===== src/rtl/audio_unpacker.sv =====
module audio_unpacker #(
  parameter int DEPTH   = 8,
  parameter int OUT_W   = 24,
  parameter int CHUNK_W = 4
) (
  input  logic               clk,
  input  logic               rst_n,
  input  logic               soft_rst,
  input  logic               fifo_clr,
  input  logic               sticky_ack,
  input  logic               stereo,
  input  logic               big_end,
  input  logic               msb_just,
  input  logic [1:0]         acc_mode,
  input  logic [5:0]         vbits,
  input  logic [1:0]         bytes_m1,
  input  logic [CHUNK_W-1:0] chunk_sz,
  input  logic               wr_en,
  input  logic [31:0]        wr_data,
  input  logic               rd_en,
  output logic [OUT_W-1:0]   ch1_out,
  output logic [OUT_W-1:0]   ch2_out,
  output logic               fifo_ready,
  output logic               fifo_empty,
  output logic               fifo_full,
  output logic               chunk_ok,
  output logic               ovr_flag,
  output logic               udr_flag
);
  localparam int AW = (DEPTH > 1) ? $clog2(DEPTH) : 1;
  localparam int CW = $clog2(DEPTH + 1);
  localparam int EW = 2 * OUT_W;

  logic [EW-1:0]    mem [DEPTH];
  logic [AW-1:0]    wp, rp;
  logic [CW-1:0]    cnt;
  logic             half;
  logic [OUT_W-1:0] hold;

  logic [5:0]  cbits, vb;
  logic [31:0] swp, cmask, vmask, cont, samp;
  logic [OUT_W-1:0] smp;

  assign cbits = ({4'd0, bytes_m1} + 6'd1) << 3;
  assign vb    = (vbits == 6'd0 || vbits > cbits) ? cbits : vbits;
  assign swp   = {wr_data[7:0], wr_data[15:8], wr_data[23:16], wr_data[31:24]};
  assign cmask = (cbits == 6'd32) ? 32'hFFFF_FFFF : ((32'd1 << cbits) - 32'd1);
  assign vmask = (vb == 6'd32) ? 32'hFFFF_FFFF : ((32'd1 << vb) - 32'd1);
  assign cont  = (big_end ? (swp >> (6'd32 - cbits)) : wr_data) & cmask;
  assign samp  = (msb_just ? (cont >> (cbits - vb)) : cont) & vmask;
  assign smp   = OUT_W'({samp, {OUT_W{1'b0}}} >> vb);

  logic take, push, do_push, do_pop, clr;
  logic [EW-1:0] entry;
  logic [CW-1:0] free_n;

  assign take       = wr_en && (acc_mode == 2'd1);
  assign push       = take && (!stereo || half);
  assign entry      = stereo ? {smp, hold} : {smp, smp};
  assign fifo_full  = (cnt == CW'(DEPTH));
  assign fifo_empty = (cnt == '0);
  assign fifo_ready = !fifo_full;
  assign do_push    = push && !fifo_full;
  assign do_pop     = rd_en && !fifo_empty;
  assign clr        = fifo_clr || soft_rst;
  assign free_n     = CW'(DEPTH) - cnt;
  assign chunk_ok   = ({{CHUNK_W{1'b0}}, free_n} >= {{CW{1'b0}}, chunk_sz});
  assign ch1_out    = fifo_empty ? '0 : mem[rp][OUT_W-1:0];
  assign ch2_out    = fifo_empty ? '0 : mem[rp][EW-1:OUT_W];

  always_ff @(posedge clk) begin
    if (do_push && !clr) mem[wp] <= entry;
  end

  always_ff @(posedge clk or negedge rst_n) begin
    if (!rst_n) begin
      wp <= '0; rp <= '0; cnt <= '0; half <= 1'b0; hold <= '0;
    end else if (clr) begin
      wp <= '0; rp <= '0; cnt <= '0; half <= 1'b0; hold <= '0;
    end else begin
      if (take) begin
        half <= stereo ? !half : 1'b0;
        if (stereo && !half) hold <= smp;
      end
      if (do_push) wp <= (wp == AW'(DEPTH - 1)) ? '0 : wp + AW'(1);
      if (do_pop)  rp <= (rp == AW'(DEPTH - 1)) ? '0 : rp + AW'(1);
      cnt <= cnt + CW'(do_push) - CW'(do_pop);
    end
  end

  always_ff @(posedge clk or negedge rst_n) begin
    if (!rst_n) begin
      ovr_flag <= 1'b0; udr_flag <= 1'b0;
    end else if (soft_rst) begin
      ovr_flag <= 1'b0; udr_flag <= 1'b0;
    end else begin
      if (!fifo_clr && push && fifo_full) ovr_flag <= 1'b1;
      else if (sticky_ack)                ovr_flag <= 1'b0;
      if (!fifo_clr && rd_en && fifo_empty) udr_flag <= 1'b1;
      else if (sticky_ack)                  udr_flag <= 1'b0;
    end
  end
endmodule


===== config.mk =====
export PLATFORM = sky130hd
export DESIGN_NAME = audio_unpacker
export DESIGN_NICKNAME = d
export VERILOG_FILES = /design/src/rtl/audio_unpacker.sv
export SDC_FILE = /design/constraint.sdc
export NUM_CORES = 1
export LEC_CHECK = 0
export BUFFER_PORTS_ARGS = -buffer_cell sky130_fd_sc_hd__buf_2
export CELL_PAD_IN_SITES_DETAIL_PLACEMENT = 0
export CELL_PAD_IN_SITES_GLOBAL_PLACEMENT = 1
export CORE_ASPECT_RATIO = 0.6
export CORE_MARGIN = 4
export CORE_UTILIZATION = 55
export DETAILED_ROUTE_END_ITERATION = 6
export PLACE_DENSITY_LB_ADDON = 0.1
export SYNTH_ARGS = -nofsm -noshare
export SYNTH_HDL_FRONTEND = slang
export SYNTH_SLANG_ARGS = --single-unit

===== constraint.sdc =====
create_clock -name clk -period 8.9 [get_ports clk]
set_input_delay 0.89 -clock clk [delete_from_list [all_inputs] [get_ports clk]]
set_output_delay 0.89 -clock clk [all_outputs]
set_load 0.1 [all_outputs]

# ---- Word-level counts from Yosys, hierarchy flattened
# Memories as Yosys holds them, arrays and structs flattened.
# Index checks and enable logic that the tools add are counted.
dict set report word_totals {
  regBits 37
  ramBits 384
  in_bits 56
  output_inout_bits 54
  word_cells 89
  n_memories 1
}
# memory words width read_ports rd_ports_with_merged_regs write_ports line_no
set memory_table {}
lappend memory_table {mem 8 48 1 0 1 34} ;# logic [EW-1:0] mem [DEPTH];
dict set report op_classes {
  n_addsub 10
  magnitude_cmp 2
  n_eq_ne 6
  shifts 5
  mux 28
  bitwise_logic 2
  n_reduce_logical 28
}
# cell count
set op_table {}
lappend op_table {{$mux 24} 6}
lappend op_table {{$mux 32} 4}
lappend op_table {{$and 32x32->32} 2}
lappend op_table {{$shl 1x6->32 const A} 2}
lappend op_table {{$shr 32x6->32} 2}
lappend op_table {{$sub 32x1->32 const B} 2}
lappend op_table {{$shr 56x6->24} 1}
lappend op_table {{$mux 3} 6}
lappend op_table {{$logic_and 1x1->1} 10}
lappend op_table {{$mux 1} 10}
lappend op_table {{$eq 3x3->1 const B} 3}
lappend op_table {{$reduce_bool 2->1} 4}
lappend op_table {{$add 3x1->3 const B} 2}
lappend op_table {{$eq 6x6->1 const B} 1}
lappend op_table {{$gt 6x6->1} 1}
lappend op_table {{$logic_not 1->1} 6}
lappend op_table {{$logic_not 6->1} 1}
lappend op_table {{$mux 6} 1}
lappend op_table {{$reduce_bool 3->1} 2}
lappend op_table {{$sub 6x6->6} 1}
lappend op_table {{$sub 6x6->6 const A} 1}
lappend op_table {{$add 4x1->4} 1}
lappend op_table {{$eq 4x4->1 const B} 1}
lappend op_table {{$ge 4x4->1} 1}
lappend op_table {{8 further kinds} 10}

# ---- Depth between registers and ports, before layout
dict set report depth {
  word_depth 12
  mapped_depth 29
  ltp_nobuf 22
}

# ---- Least setup slack after synthesis
# OpenSTA, ideal clock, no wires.
dict set report synth_path {
  path_kind {in2reg}
  startpoint {input port bytes_m1[0]}
  endpoint {memory mem[0][0] (netlist name) (data pin)}
  setup_time_ps 274
  arrival_time_ps 6762
  t_required_ps 8626
  setup_slack_ps 1864
  stages 26
  path_buffers 6
  cell_sequence {ha_1 inv_1 ha_1 and3b_4 a211oi_2 and2_1 clkbuf_1 inv_1 clkbuf_1 clkbuf_1 clkbuf_1 ha_1 ha_1 inv_1 clkbuf_1 clkbuf_1 nand2_1 o311ai_1 o32ai_1 a221oi_1 o22ai_1 a22oi_2 nand3_1 o211a_1 a311o_2 mux2_2}
}
dict set report synth_between {
  elab_chain_cells 10
  word_cells_on_any_way 22
  cone_classes {add/sub (5); order compare (1); eq/ne (2); shift (5); mux (6); bitwise (2); reduce/logical (1)}
}
# item line_no
set synth_lines {}
lappend synth_lines {{from (decl)} 16} ;# input logic [1:0] bytes_m1,
lappend synth_lines {{$add 2x1->3 *} 44} ;# assign cbits = ({4'd0, bytes_m1} + 6'd1) << 3;
lappend synth_lines {{$sub 6x6->6, or another cell as far along} 49} ;# assign cont = (big_end ? (swp >> (6'd32 - cbits)) : wr_data) & cmask;
lappend synth_lines {{$shr 32x6->32, or another cell as far along} 49}
lappend synth_lines {{$mux 32, or another cell as far along} 49}
lappend synth_lines {{$and 32x32->32, or another cell as far along} 49}
lappend synth_lines {{$shr 32x6->32 or $sub 32x1->32 (tied branches)} {50, 48}}
lappend synth_lines {{$mux 32, on equally long branches} {50, 48}}
lappend synth_lines {{$and 32x32->32} 50} ;# assign samp = (msb_just ? (cont >> (cbits - vb)) : cont) & vmask;
lappend synth_lines {{$shr 56x6->24 *} 51} ;# assign smp = OUT_W'({samp, {OUT_W{1'b0}}} >> vb);
lappend synth_lines {{named net entry[24]} 54} ;# logic [EW-1:0] entry;
lappend synth_lines {{$mux 24 *} 59} ;# assign entry = stereo ? {smp, hold} : {smp, smp};
lappend synth_lines {{named net entry[0]} 54}
lappend synth_lines {{to (decl)} 34}
# Mark *: on every way through the listed nets, which the timed path passes. The rest lies on a longest branch.

# ---- Worst setup path in the final report
dict set report layout_path {
  startpoint {input port bytes_m1[0]}
  endpoint {memory mem[3][1] (netlist name) (data pin)}
}
# Same word-level chain as after synthesis.

==> results.py <==
metrics = {
    "synthesis": {
        "syn_inst": 2187,
        "synth_nets": 2273,
        "yosysWarnings": 0,
        "synth_top_area_share_pct": 45.6,
        "yosysSeqAreaShare_pct": 49.2,
        "synthMuxAreaShare_pct": 14.9,
        "synth-compound-area-share_pct": 17.5,
        "avgSynthCellArea_um2": 11.6,
        "synthAdderAreaFrac_pct": 1.51,
        "synth_top_area_cell": "edfxtp_1",
        "synth_edf_count": 384,
        "synth_top_family_by_area": "compound AO/OA/AOI/OAI gates",
        "syn_area_um2": 25300,
        "synth_seq_cells": 421,
        "synth_flop_cell": "edfxtp_1",
        "async_flop_share_pct": 8.79,
        "yosys-top-cells-area": "edfxtp_1 (46%), mux4_2 (9.8%), nor2_1 (3.7%)",
        "synth_xor_area_share_pct": 0.549,
        "yosys.area_share.simple_pct": 13.1,
        "yosysUniqueCellTypes": 115,
    },
    "drt": {
        "top_layer": "met4",
        "ant_nets": 0,
        "dr.pass1.iters": 7,
        "wl_per_cell_um": 32.7,
        "vias_per_cell": 7.35,
        "num_vias": 21300,
        "wl_met2_mm": 36.8,
        "met1Wirelength_mm": 40.4,
        "drtIter0Drc": 4047,
        "routed_wl_mm": 94.5,
        "drc": 1,
        "met3RoutedLength_mm": 15.8,
    },
    "critical_path": {
        "path_class": "input pin to flop",
        "r2r_slack_ns": 4.93,
        "r2r-end": "mem[0][24]",
        "rr_startpoint": "cnt[0]",
        "required_ns": 9.20,
        "start_kind": "input pin",
        "end_kind": "flop",
        "worstPathMaxFanout": 31,
        "crit_arrival_ns": 8.17,
        "ff2ff_path_depth": 7,
    },
    "outcome": {
        "outcome": "finished, violations left",
        "violations": "DRC",
    },
    "sta": {
        "rsz0062_at_grt": "false",
        "setup_viol": 0,
        "hold_viol": 0,
        "tns_ns": 0,
        "timing.fmax_mhz": 127,
        "finClkSkew_ns": 0.0198,
        "slew_headroom_pct": 14.4,
        "fin_ws_ns": 1.03,
        "drv_slew": 0,
        "period_needed_ns": 7.87,
        "hold_ws_ns": 0.477,
        "period_share_pct": 88.4,
        "worst_slew_pin_slew_ns": 1.28,
    },
    "power_and_ir_drop": {
        "pwr-share-seq_pct": 37.4,
        "leakage_nw": 9.49,
        "pwr-share-clk_pct": 24.1,
        "power_mw": 6.00,
        "power.density_nw_per_um2": 217,
        "p_sw_share_pct": 41.1,
        "p_int_mw": 3.54,
        "comb_power_share_pct": 38.6,
        "max-vdd-ir-drop_v": 0.000177,
        "p_sw_mw": 2.47,
    },
    "placement": {
        "hpwl_mm": 67.7,
        "numPortBuffers": 109,
        "dpl_cell_area_um2": 26600,
        "dp_slack_ns": 0.888,
        "dpl.cell_count": 2834,
        "gp_congestion": 1.10,
    },
    "job": {
        "cap_violations": 0,
    },
    "layout": {
        "fin_util_pct": 61.3,
        "mostFrequentLayoutCell": "edfxtp_1",
        "final_cell_mix": "edfxtp_1 (384), nor2_1 (240), nand2_1 (133)",
        "finalNonFillerCells": 2893,
        "nets": 2333,
        "drive_gt1_share_pct": 21.2,
        "stdcell_area_um2": 27700,
        "syn_to_final_growth_pct": 9.29,
    },
    "global_route": {
        "grt_usage_pct": 37.2,
        "grt_pass1_wl_mm": 138,
        "grt-ovfl-total": 0,
        "antenna_found_initial": 3,
        "grt_max_degree": 71,
        "grt_pass1_vias": 19700,
    },
    "die": {
        "io_pins": 110,
        "start_util_pct": 56.1,
        "die-area_um2": 49600,
        "design.core.area_um2": 45100,
        "die-height_um": 174,
        "die_w_um": 285,
        "row_count": 60,
    },
    "cts": {
        "cts_setup_buffers": 0,
        "clk_latency_ns": 0.59,
        "cts-root-buf": "clkbuf_16",
        "h-tree-depth": 1,
        "cts_buffers": 31,
        "clk_pin_slew_ns": 0.08,
        "cts_tree": "built",
        "clockBufferDepth": 3,
        "clock-sinks": 421,
        "cts_resized": 0,
        "cts.hold.buffers_added": 0,
    },
    "worst_hold_path": {
        "hp-class": "input pin to async pin",
    },
}
## routing by layer
layer / vias up / track usage (%)
met2: 1716 / 48.7
li1: 8793 / -
met5: - / 0
met4: 0 / 4.45
met1: 10600 / 59.2
met3: 142 / 15.1
## sequential cells by signal (all words and copies together), names as in the netlist
| register | cells |
|---|---|
| udr_flag | 1 |
| wp | 3 |
| half | 1 |
| cnt | 4 |
| rp | 3 |
| ovr_flag | 1 |
| hold | 24 |
| mem | 384 |
## worst max-delay path, stage by stage
cell	delay (ns)
buf_2	0.32
ha_1	0.24
inv_1	0.10
ha_1	0.37
and3b_4	0.24
a211oi_2	0.43
and2_1	0.19
buf_4	0.25
inv_1	0.09
ha_1	0.37
ha_1	0.45
buf_4	0.41
a21oi_1	0.18
a31oi_1	0.63
nand2_1	0.10
a22oi_1	0.58
buf_4	0.23
o32ai_1	0.21
o22ai_1	0.56
o22ai_1	0.18
o21ai_0	0.24
o211ai_2	0.33
mux2_2	0.52
## synth_stat cells (23+ instances only)
cell        n
dfrtp_1    37
inv_1      35
ha_1       29
edfxtp_1  384
nor2_1    247
a21oi_1    75
clkbuf_1  107
mux2_2     30
a31oi_1    31
buf_1      25
o211ai_1   28
a211oi_1   28
o22ai_1    57
mux4_2    110
nand2_1   133
nand3_1    55
o21ai_0   102
o21a_1     27
mux2i_1    91
nor3_1     61
and2_1     23
## final cells by class
type                       instances  area, µm²
clock inverter                    22        211
fill                            3599      17500
clock buffer                      35        811
timing repair buffer             191       1160
tap                              620        776
sequential                       421      12500
inverter                          37        139
antenna                            2       5.00
multi-input combinational       1565      12100
## worst max-delay path by stage
| stage | from | endpoint | cells past startpoint |
|---|---|---|---|
| after global routing | bytes_m1[0] | mem[5][4] | 24 |
| after detailed placement | bytes_m1[0] | mem[1][6] | 26 |
| after floorplan | bytes_m1[0] | mem[0][0] | 26 |
| final | bytes_m1[0] | mem[3][1] | 23 |
| after global placement | bytes_m1[0] | mem[5][6] | 25 |
| after CTS | bytes_m1[0] | mem[0][6] | 26 |
## power by group through the flow
stage               clock, mW  combinational, mW  sequential, mW
floorplan                   0               1.56            2.28
global placement            0               2.20            2.29
detailed placement          0               2.20            2.29
CTS                      1.45               2.22            2.24
global route             1.54               2.38            2.25
finish                   1.44               2.31            2.24
## cell families after synthesis
family	count (synthesis)
compound gates	602
xor+xnor	15
fa+ha+maj	30
buf+inv	201
flops	421
mux	233
simple gates	685
Note: power is estimated with default switching activity, not from simulation.
